`src/rtl/pt_xlate_pkg.sv`:
```
package pt_xlate_pkg;
  typedef enum logic [1:0] {
    ST_IDLE = 2'd0,
    ST_PTE  = 2'd1,
    ST_DATA = 2'd2,
    ST_RESP = 2'd3
  } xl_state_t;
endpackage

```
`src/rtl/pt_base_reg.sv`:
```
module pt_base_reg #(
  parameter int          PA_W    = 16,
  parameter logic [PA_W-1:0] RST_VAL = 16'd1024
) (
  input  logic            clk,
  input  logic            rst,
  input  logic            wr_en,
  input  logic [PA_W-1:0] wr_data,
  output logic [PA_W-1:0] base
);
  always_ff @(posedge clk) begin
    if (rst)        base <= RST_VAL;
    else if (wr_en) base <= wr_data;
  end
endmodule

```
`src/rtl/pt_entry_addr.sv`:
```
module pt_entry_addr #(
  parameter int VPN_W = 6,
  parameter int PA_W  = 16,
  parameter int SHIFT = 1
) (
  input  logic [PA_W-1:0]  base,
  input  logic [VPN_W-1:0] vpn,
  output logic [PA_W-1:0]  addr
);
  logic [PA_W-1:0] scaled;
  always_comb begin
    scaled = '0;
    scaled[VPN_W+SHIFT-1:SHIFT] = vpn;
    addr = base + scaled;
  end
endmodule

```
`src/rtl/pt_splice.sv`:
```
module pt_splice #(
  parameter int PFN_W = 6,
  parameter int OFF_W = 10
) (
  input  logic             present_bit,
  input  logic [PFN_W-1:0] pfn,
  input  logic [OFF_W-1:0] offset,
  output logic             present,
  output logic [PFN_W+OFF_W-1:0] paddr
);
  assign present = present_bit;
  assign paddr   = {pfn, offset};
endmodule

```
`src/rtl/pt_xlate.sv`:
```
module pt_xlate
  import pt_xlate_pkg::*;
#(
  parameter int VA_W      = 16,
  parameter int OFF_W     = 10,
  parameter int PFN_W     = 6,
  parameter int PTE_W     = 16,
  parameter int DATA_W    = 16,
  parameter int PTE_BYTES = 2,
  parameter int BASE_RST  = 1024
) (
  input  logic                     clk,
  input  logic                     rst,
  input  logic                     req_valid,
  output logic                     req_ready,
  input  logic                     req_write,
  input  logic [VA_W-1:0]          req_vaddr,
  input  logic [DATA_W-1:0]        req_wdata,
  output logic                     rsp_valid,
  output logic                     rsp_fault,
  output logic [DATA_W-1:0]        rsp_rdata,
  output logic [VA_W-1:0]          rsp_vaddr,
  input  logic                     cfg_we,
  input  logic [PFN_W+OFF_W-1:0]   cfg_base,
  output logic                     mem_req,
  output logic                     mem_we,
  output logic [PFN_W+OFF_W-1:0]   mem_addr,
  output logic [DATA_W-1:0]        mem_wdata,
  input  logic                     mem_ack,
  input  logic [DATA_W-1:0]        mem_rdata
);
  localparam int VPN_W = VA_W - OFF_W;
  localparam int PA_W  = PFN_W + OFF_W;
  localparam int SHIFT = $clog2(PTE_BYTES);
  localparam logic [PA_W-1:0] BASE_INIT = PA_W'(BASE_RST);

  xl_state_t        state;
  logic [VA_W-1:0]  va_q;
  logic             we_q;
  logic [DATA_W-1:0] wd_q;
  logic [PA_W-1:0]  base_q;
  logic [PA_W-1:0]  pte_addr;
  logic [PA_W-1:0]  data_addr;
  logic             pte_ok;
  logic             idle;

  assign idle      = (state == ST_IDLE);
  assign req_ready = idle;

  pt_base_reg #(.PA_W(PA_W), .RST_VAL(BASE_INIT)) u_base (
    .clk(clk), .rst(rst), .wr_en(cfg_we && idle), .wr_data(cfg_base), .base(base_q)
  );

  pt_entry_addr #(.VPN_W(VPN_W), .PA_W(PA_W), .SHIFT(SHIFT)) u_eaddr (
    .base(base_q), .vpn(req_vaddr[VA_W-1:OFF_W]), .addr(pte_addr)
  );

  pt_splice #(.PFN_W(PFN_W), .OFF_W(OFF_W)) u_splice (
    .present_bit(mem_rdata[PTE_W-1]), .pfn(mem_rdata[PFN_W-1:0]),
    .offset(va_q[OFF_W-1:0]), .present(pte_ok), .paddr(data_addr)
  );

  always_ff @(posedge clk) begin
    if (rst) begin
      state     <= ST_IDLE;
      va_q      <= '0;
      we_q      <= 1'b0;
      wd_q      <= '0;
      mem_req   <= 1'b0;
      mem_we    <= 1'b0;
      mem_addr  <= '0;
      mem_wdata <= '0;
      rsp_valid <= 1'b0;
      rsp_fault <= 1'b0;
      rsp_rdata <= '0;
      rsp_vaddr <= '0;
    end else begin
      case (state)
        ST_IDLE: begin
          if (req_valid) begin
            va_q     <= req_vaddr;
            we_q     <= req_write;
            wd_q     <= req_wdata;
            mem_req  <= 1'b1;
            mem_we   <= 1'b0;
            mem_addr <= pte_addr;
            state    <= ST_PTE;
          end
        end
        ST_PTE: begin
          if (mem_ack) begin
            if (pte_ok) begin
              mem_addr  <= data_addr;
              mem_we    <= we_q;
              mem_wdata <= wd_q;
              state     <= ST_DATA;
            end else begin
              mem_req   <= 1'b0;
              rsp_valid <= 1'b1;
              rsp_fault <= 1'b1;
              rsp_rdata <= '0;
              rsp_vaddr <= va_q;
              state     <= ST_RESP;
            end
          end
        end
        ST_DATA: begin
          if (mem_ack) begin
            mem_req   <= 1'b0;
            mem_we    <= 1'b0;
            rsp_valid <= 1'b1;
            rsp_fault <= 1'b0;
            rsp_rdata <= we_q ? '0 : mem_rdata;
            rsp_vaddr <= va_q;
            state     <= ST_RESP;
          end
        end
        default: begin
          rsp_valid <= 1'b0;
          rsp_fault <= 1'b0;
          state     <= ST_IDLE;
        end
      endcase
    end
  end


  mem_hold_chk: assert property (@(posedge clk) disable iff (rst)
    (mem_req && !mem_ack) |=> (mem_req && $stable(mem_addr) && $stable(mem_we)));


  pte_read_first_chk: assert property (@(posedge clk) disable iff (rst)
    (req_valid && req_ready) |=> (mem_req && !mem_we));


  one_outstanding_chk: assert property (@(posedge clk) disable iff (rst)
    (req_valid && req_ready) |=> !req_ready);


  rsp_pulse_chk: assert property (@(posedge clk) disable iff (rst)
    rsp_valid |=> !rsp_valid);


  fault_no_data_chk: assert property (@(posedge clk) disable iff (rst)
    (rsp_valid && rsp_fault) |-> !mem_req);


  base_busy_hold_chk: assert property (@(posedge clk) disable iff (rst)
    (!idle && cfg_we) |=> (base_q == $past(base_q)));
endmodule

```
`config.mk`:
```
export PLATFORM = sky130hd
export DESIGN_NAME = pt_xlate
export DESIGN_NICKNAME = d
export VERILOG_FILES = /design/src/rtl/pt_xlate_pkg.sv /design/src/rtl/pt_base_reg.sv /design/src/rtl/pt_entry_addr.sv /design/src/rtl/pt_splice.sv /design/src/rtl/pt_xlate.sv
export SDC_FILE = /design/constraint.sdc
export NUM_CORES = 1
export LEC_CHECK = 0
export BUFFER_PORTS_ARGS = -buffer_cell sky130_fd_sc_hd__buf_2
export CORE_AREA = 2 2 135 104
export DETAILED_ROUTE_END_ITERATION = 6
export DIE_AREA = 0 0 137 106
export GPL_TIMING_DRIVEN = 0
export MAX_ROUTING_LAYER = met4
export SETUP_SLACK_MARGIN = 0.4
export SLEW_MARGIN = 20
export SYNTH_ARGS = -nofsm -noshare
export SYNTH_HDL_FRONTEND = slang
export SYNTH_HIERARCHICAL = 1
export SYNTH_SLANG_ARGS = --single-unit
```
`constraint.sdc`:
```
create_clock -name clk -period 2.8 [get_ports clk]
set_clock_uncertainty 0.15 [all_clocks]
set_input_delay 0 -clock clk [delete_from_list [all_inputs] [get_ports clk]]
set_output_delay 0 -clock clk [all_outputs]
set_load 0.005 [all_outputs]
```
# == Word-level counts from Yosys, hierarchy flattened ==
# Cells that the tools add are included.
# word_totals
ff_bits,119
latch_bits,0
ram_bits,0
romBits,0
in_bits,70
output_inout_bits,69
wordCells,67
mem_count,0
# classes
n_addsub,1
mul,0
div,0
n_lt_le_gt_ge,0
n_eq_ne,7
shift,0
mux,32
n_bitwise,1
reduce_logical,13
# ops
op,n
16-bit 2-to-1 mux,10
16-bit one-hot mux with 2 select lines,3
16-bit by 7-bit adder with 16-bit output,1
1-bit one-hot mux with 3 select lines,4
4-bit AND reduction,3
1-bit 2-to-1 mux,11
"2-bit inequality test, second input constant",5
5-bit AND reduction,2
2-bit 2-to-1 mux,3
2-bit one-hot mux with 3 select lines,1
3-bit AND reduction,2
2-bit nonzero test,2
3-bit nonzero test,1
"2-bit by 1-bit == test with 1-bit output, second input constant",1
"2-bit == test, second input constant",1
2-bit logical NOT,1
2-bit AND reduction,1
1-bit logical AND,1
1-bit inverter,1

# == Depth between registers and ports, before layout ==
# Gate-level depths: netlist (run 1).
# logic_depth
depth_word,3
ltp_mapped,10
depth_no_buf,10

# == By module ==
# The synthesis (run 1) kept the hierarchy.
# modules_own_cells
module,n_inst,cells_each,area_each_um2,seq_area_each_um2
pt_xlate,1,478,4031.4,2062.0
pt_base_reg,1,52,581.8,320.3
pt_entry_addr,1,55,427.9,0.0
pt_splice,1,17,127.6,0.0

# == Worst setup path after synthesis (run 1) ==
# No wires, ideal clock.
# synth_path
path_type,reg-to-reg
startpoint,register u_base.base[1]
endpoint,register mem_addr[9]
setup_ns,0.080
arrival_time_ns,1.942
required_ns,2.570
setup_slack_ns,0.628
stages_incl_launch_ff,11
n_path_buf,0
synth_period_minus_slack_ns,2.172
cell_sequence,dfxtp_1 > ha_1 > inv_1 > fa_1 > nor2b_4 > o31a_1 > o21ai_0 > a21oi_1 > xor2_1 > mux2i_1 > a211oi_2
# synth_via
elab_chain_cells,3
# synth_lines
item,line,text
from (decl),pt_base_reg.sv:9,output logic [PA_W-1:0] base
from (signal assigned),pt_base_reg.sv:13,else if (wr_en) base <= wr_data;
16-bit by 7-bit adder with 16-bit output,pt_entry_addr.sv:14,addr = base + scaled;
via pte_addr[9],pt_xlate.sv:42,logic [PA_W-1:0] pte_addr;
16-bit 2-to-1 mux,pt_xlate.sv:80,if (req_valid) begin
16-bit one-hot mux with 2 select lines,pt_xlate.sv:78,case (state)
to (signal assigned),pt_xlate.sv:86,mem_addr <= pte_addr;
to (signal assigned),pt_xlate.sv:93,mem_addr <= data_addr;
to (decl),pt_xlate.sv:27,"output logic [PFN_W+OFF_W-1:0] mem_addr,"
# The timed path passes the listed nets, and every way through them passes these cells. The select of a mux whose other input is x is not followed.
# A chain may end at the register's enable or synchronous reset.

# == Worst setup path after layout (run 1) ==
# layout_path
startpoint,register u_base.base[1]
endpoint,register mem_addr[13]
# Same word-level chain as after synthesis.

==> metrics.yaml, run 1 <==
finish:
  final_nets: 918
  diodes: 0
  area_growth_pct: 44.3
  drive_gt1_share_pct: 27.9
synthesis:
  ys_ff_latch: 119
  yosysSeqAreaShare_pct: 46.1
  synth_xor_area_share_pct: 1.86
  synth_edf_count: 0
  ys.flop_type: "dfxtp_1"
  synth_top_family_by_area: "simple AND/OR/NAND/NOR gates"
  yosysWarnings: 6
  syn_inst: 602
  synth_area_sq_um: 5170
  synthAdderAreaFrac_pct: 3.29
  synthMuxAreaShare_pct: 6.39
  synth.avg_cell_area_sq_um: 8.59
  synth_nets: 685
  async_reset_ff_share_pct: 0
  synth_compound_area_share_pct: 15.6
  synth_cell_types: 51
  yosys.area_share.simple_pct: 19.5
hold_path:
  holdCritPathClass: "input port to flip-flop"
  hold_path_depth: 5
drt:
  via_per_inst: 4.78
  drc: 0
  drtPass1Iterations: 4
  vias: 4886
  wire_per_inst_um: 14.5
  routed_wl_um: 14800
  drtIter0Drc: 245
  ant_nets: 0
place:
  numPortBuffers: 137
  post-dp-hpwl_um: 10700
  gp_congestion: 0.881
setup_path:
  cp_cell_sequence: "ha_4 -> inv_2 -> fa_2 -> nor2b_4 -> o31a_1 -> o311a_4 -> nand3_4 -> xnor2_2 -> mux2i_1 -> a211oi_1"
  startpoint_type: "flip-flop"
  crit_slowest_cell: "fa_2"
  cp_max_fo: 3
  slowest_delay_ps: 380
  arrival_ps: 2480
  cp_top_family: "compound AO/OA/AOI/OAI gates"
  crit_type: "flip-flop to flip-flop"
  r2r.worst_path.cells: 10
  path_buf_inv: 1
  endpoint_kind: "flip-flop"
  required_ps: 2970
  critical_path_depth: 10
clock_tree:
  cts_tree: "built"
  cts.sinks: 119
  root_buffer: "clkbuf_16"
  insertion_delay_ps: 400
  cts_max_path_buffers: 2
  cts.reportedPaths.clkPinSlew_ps: 50
  cts_max_level: 4
  numCtsBuffers: 17
global_routing:
  antenna_found_initial: 0
  grt_max_degree: 17
  gr-total-overflow: 0
  grtUsageTotal_pct: 21.2
  grt_pass1_wl_um: 23000
  grt_pass1_vias: 4696
sta:
  slew_violations: 0
  period_needed_ps: 2320
  grt_setup_unrepaired: "false"
  relSlewSlack_pct: 55.1
  min_period_over_period_pct: 82.8
  hold_viol: 0
  tightest_slew_ps: 674
  max_freq_ghz: 0.431
  setup_viol_count_final: 0
  fin_tns_setup_ps: 0
floorplan:
  die_h_um: 106
  dieArea_sq_um: 14500
  io_pins: 139
  rows: 37
  die_width_um: 137
  initial_core_util_pct: 38.8
  coreArea_sq_um: 13300
power:
  power.leakage_uw: 0.00323
  peakVddDrop_mv: 0.482
  power.density_nw_per_um2: 860
  finalPower_uw: 6410
flow_run:
  drv_cap: 0
run_status:
  status: "finished clean"
-- cells in the mapped netlist (8+ instances only) --
master    number  area, sq um
ha_1          12          150
clkbuf_1      16         60.1
nor2_1        40          150
dfxtp_1      119         2380
nand3_1       17         85.1
buf_2         14         70.1
mux2i_1       33          330
buf_4         20          150
a211oi_1       9         67.6
xnor2_1        8         70.1
a21oi_1       86          430
a211oi_2       9          113
nand2_1      150          563
-- routing by layer --
metal  routed length, um  global-route usage [%]  up-vias
met4                 110                    6.33        0
met2                6920                    33.2      117
met3                 658                    4.86       11
met5                   0                       -        -
li1                    -                       -     2474
met1                7080                    27.4     2284
-- worst register-to-register path, cell delays in order, from the launching register on --
cell	delay (ps)
dfxtp_2	350
ha_4	140
inv_2	40
fa_2	380
nor2b_4	120
o31a_1	230
o311a_4	260
nand3_4	90
xnor2_2	180
mux2i_1	90
a211oi_1	200
-- layout make-up --
cell class	count	area (sq um)
Buffer	58	344
Clock inverter	9	100
Sequential cell	119	2390
Fill cell	1199	5870
Inverter	8	30.0
Multi-Input combinational cell	417	2460
Clock buffer	22	474
Timing Repair Buffer	214	1450
Tap cell	175	219
-- power breakdown --
| group | leakage [uW] | switching [uW] | total, uW | internal (uW) |
|---|---|---|---|---|
| sequential | 0.000972 | 193 | 2170 | 1970 |
| clock | 0.000282 | 739 | 2100 | 1370 |
| combinational | 0.00198 | 1200 | 2140 | 939 |
-- placed cells by master, fill, tap and decap left out, types with 3 or more instances in the layout --
master and count:
and2_1 3, nand2b_1 4, inv_1 6, nand2_1 150
mux2i_1 33, a211oi_1 9, nor2_1 40, o21ai_0 3
nor2b_1 3, dfxtp_1 116, buf_4 22, clkbuf_16 17
a211oi_2 9, buf_1 5, o21a_1 3, clkbuf_8 3
buf_2 150, a21oi_1 86, clkinv_2 5, ha_1 11
dlygate4sd3_1 75, clkbuf_1 18, xor2_1 3, xnor2_1 6
nand3_1 17, dfxtp_2 3
-- final timing paths --
path | startpoint | endpoint | slack (ps)
hold reg to reg | rsp_rdata[0] | rsp_rdata[0] | 300
hold / removal | cfg_we | u_base/base[3] | 80
setup / recovery | u_base/base[1] | mem_addr[13] | 480
setup reg to reg | u_base/base[1] | mem_addr[13] | 480
-- kinds of logic after synthesis --
| logic type | after synthesis |
|---|---|
| and+or+nand+nor | 235 |
| buffers and inverters | 66 |
| adders and majority gates | 13 |
| xor gates and xnor gates | 11 |
| DFF | 119 |
| muxes | 33 |
| AOI/OAI and AO/OA | 125 |
-- stage by stage --
stage | hold slack (ps) | instances | worst slack [ps] | util [%] | area, sq um
3_5_place_dp | 73.1 | 914 | 386 | 45.6 | 6070
5_1_grt | 73.6 | 1022 | 391 | 56.0 | 7460
3_3_place_gp | 63.2 | 914 | 444 | 45.6 | 6070
4_1_cts | 67.0 | 1020 | 441 | 55.5 | 7400
2_1_floorplan | -27.6 | 602 | 628 | - | 5170
6_report | 80.6 | 1022 | 482 | 56.0 | 7460
-- state kept, by name (all words and copies together), names as in the netlist --
signal / count
mem_we: 1
we_q: 1
va_q: 16
rsp_valid: 1
u_base/base: 16
rsp_vaddr: 16
wd_q: 16
state: 2
mem_req: 1
rsp_fault: 1
mem_wdata: 16
rsp_rdata: 16
mem_addr: 16
-- repair_timing --
item | 4_1_cts | 5_1_grt
endpoints found under the hold margin | 73 | 0
buffers inserted | 0 | 2
gates resized for setup | 1 | 12
pin swaps | 0 | 11
hold buffers | 75 | 0
endpoints found under the setup margin | 2 | 9
(Power assumes the default switching activity.)
==> run 2: changes to the inputs <==
==> constraint.sdc (replaced) <==
create_clock -name clk -period 1.9 [get_ports clk]
set_clock_uncertainty 0.15 [all_clocks]
set_input_delay 0 -clock clk [delete_from_list [all_inputs] [get_ports clk]]
set_output_delay 0 -clock clk [all_outputs]
set_load 0.005 [all_outputs]
==> run 2 against run 1 <==
The flow now finishes with violations (setup timing). Global-route usage is 4.5 points higher. Sequential share of layout area is 7.6 points lower. Flip-flop and latch count stayed put. Cell area is 32% higher. Worst setup slack worse by 920 ps. Clock power is 48% higher. Critical path depth stayed put. Die area stayed put. Utilization is 18 points higher. Fmax is 0.66% lower. Total power is 110% higher. Cell count is 6.0% higher. Critical path type unchanged. Largest cell class unchanged. Highest routed layer unchanged.
==> metrics.yaml, run 2 (same netlist as run 1, synthesis figures left out) <==
sta:
  setup_viol_count_final: 12
  max_freq_ghz: 0.429
  grt_setup_unrepaired: "true"
  hold_viol: 0
  slew_violations: 0
  period_needed_ps: 2330
  relSlewSlack_pct: 43.2
  setup_ws_ps: -433
  tightest_slew_ps: 853
  min_period_over_period_pct: 123
power:
  power.switching_uw: 4700
  p_comb_share_pct: 51.5
  finalPower_uw: 13200
  power.leakage_uw: 0.00442
  p_clk_share_pct: 23.5
  switching_share_pct: 35.6
  internal_power_uw: 8520
  power.density_nw_per_um2: 1350
  peakVddDrop_mv: 0.894
  power_frac_seq_pct: 25.0
floorplan:
  io_pins: 139
  rows: 37
  initial_core_util_pct: 38.8
  dieArea_sq_um: 14500
  die_width_um: 137
  coreArea_sq_um: 13300
  die_h_um: 106
clock_tree:
  root_buffer: "clkbuf_16"
  cts.reportedPaths.clkPinSlew_ps: 60
  cts.sinks: 119
  cts_max_path_buffers: 2
  cts_tree: "built"
  numCtsBuffers: 17
  cts_max_level: 4
  insertion_delay_ps: 420
setup_path:
  endpoint_kind: "flip-flop"
  cp_max_fo: 3
  arrival_ps: 2460
  required_ps: 2020
  startpoint_type: "flip-flop"
  crit_type: "flip-flop to flip-flop"
finish:
  final_cell_mix: "139 x buf_2, 113 x dfxtp_1, 74 x a21oi_2"
  final_area_sq_um: 9820
  drive_gt1_share_pct: 57.8
  diodes: 0
  final_common_cell: "buf_2"
  area_growth_pct: 89.9
  final_nets: 978
drt:
  routed_wl_um: 19700
  wire_per_inst_um: 18.2
  via_per_inst: 5.06
  drtIter0Drc: 345
  ant_nets: 0
  drc: 0
  vias: 5478
  drtPass1Iterations: 5
place:
  gp_congestion: 0.890
  numPortBuffers: 137
  place_area_sq_um: 6400
  post-dp-hpwl_um: 10900
global_routing:
  grt_max_degree: 17
  antenna_found_initial: 0
  grt_pass1_vias: 5405
  grtUsageTotal_pct: 25.7
  grt_pass1_wl_um: 27700
  gr-total-overflow: 0
flow_run:
  drv_cap: 0
run_status:
  violations: "setup timing"
  status: "finished, violations left"
hold_path:
  holdCritPathClass: "input port to flip-flop"
-- run 2: cell types whose count changed in the layout (fill, tap and decap cells not counted), sizes merged --
cell / previous run / this run
buf: 180 / 246
dlygate4sd3: 75 / 68
clkbuf: 39 / 36
clkinv: 5 / 7
inv: 8 / 10
clkinvlp: 2 / 3
-- run 2: path summary, 6_finish.rpt --
path             startpoint            to  slack, ps  cells after the start
min                 mem_ack  mem_wdata[3]         20                      4
min reg2reg    rsp_rdata[7]  rsp_rdata[7]        310                      2
max          u_base/base[1]  mem_addr[13]       -430                     10
max reg2reg  u_base/base[1]  mem_addr[13]       -430                     10
-- run 2: area by class of cell --
type                            count  area [sq um]
Sequential cell                   119          2390
Inverter                            8          37.5
Clock inverter                     14           133
Multi-Input combinational cell    417          3680
Buffer                             58           628
Clock buffer                       18           429
Tap cell                          175           219
Timing Repair Buffer              274          2300
Fill cell                         872          3520
-- run 2: power by group through the flow --
stage	sequential (uW)	clock, uW	combinational (uW)
4_1_cts	3240	3110	5730
5_1_grt	3350	3250	7180
3_3_place_gp	3250	0	3440
2_1_floorplan	3210	0	2640
6_report	3310	3100	6820
3_5_place_dp	3260	0	3490
-- run 2: timing repair --
item	4_1_cts	5_1_grt
hold buffers	68	0
endpoints found under the hold margin	78	0
pin swaps	81	57
endpoints found under the setup margin	112	117
setup buffers	40	15
cloned	14	0
gates resized for setup	201	153
-- run 2: worst max-delay path: stages (launching register included) --
cell and delay [ps]:
dfxtp_2 350, ha_4 140, inv_2 30, fa_2 360, nor2b_4 130, o31a_1 250
o311a_4 250, nand3_4 80, xnor2_2 140, mux2i_1 170, a211oi_1 100
-- run 2: layer usage --
layer	track usage, %	vias to the layer above	share of wire [%]
li1	-	2603	-
met1	33.6	2662	43
met2	39.4	184	49
met3	5.25	29	6.1
met4	9.20	0	1.8
met5	-	-	0
-- run 2: through the flow --
| stage | setup slack (ps) | TNS (ps) | cells | util, % | hold WS, ps |
|---|---|---|---|---|---|
| 6_report | -433 | -3520 | 1083 | 73.6 | 16.8 |
| 5_1_grt | -514 | -4990 | 1083 | 73.6 | 34.4 |
| 4_1_cts | -330 | -1630 | 1068 | 67.7 | -25.2 |
| 3_5_place_dp | -372 | -2410 | 914 | 48.0 | 71.7 |
| 3_3_place_gp | -354 | -2010 | 914 | 48.0 | 62.5 |
| 2_1_floorplan | -208 | -831 | 602 | - | -27.6 |
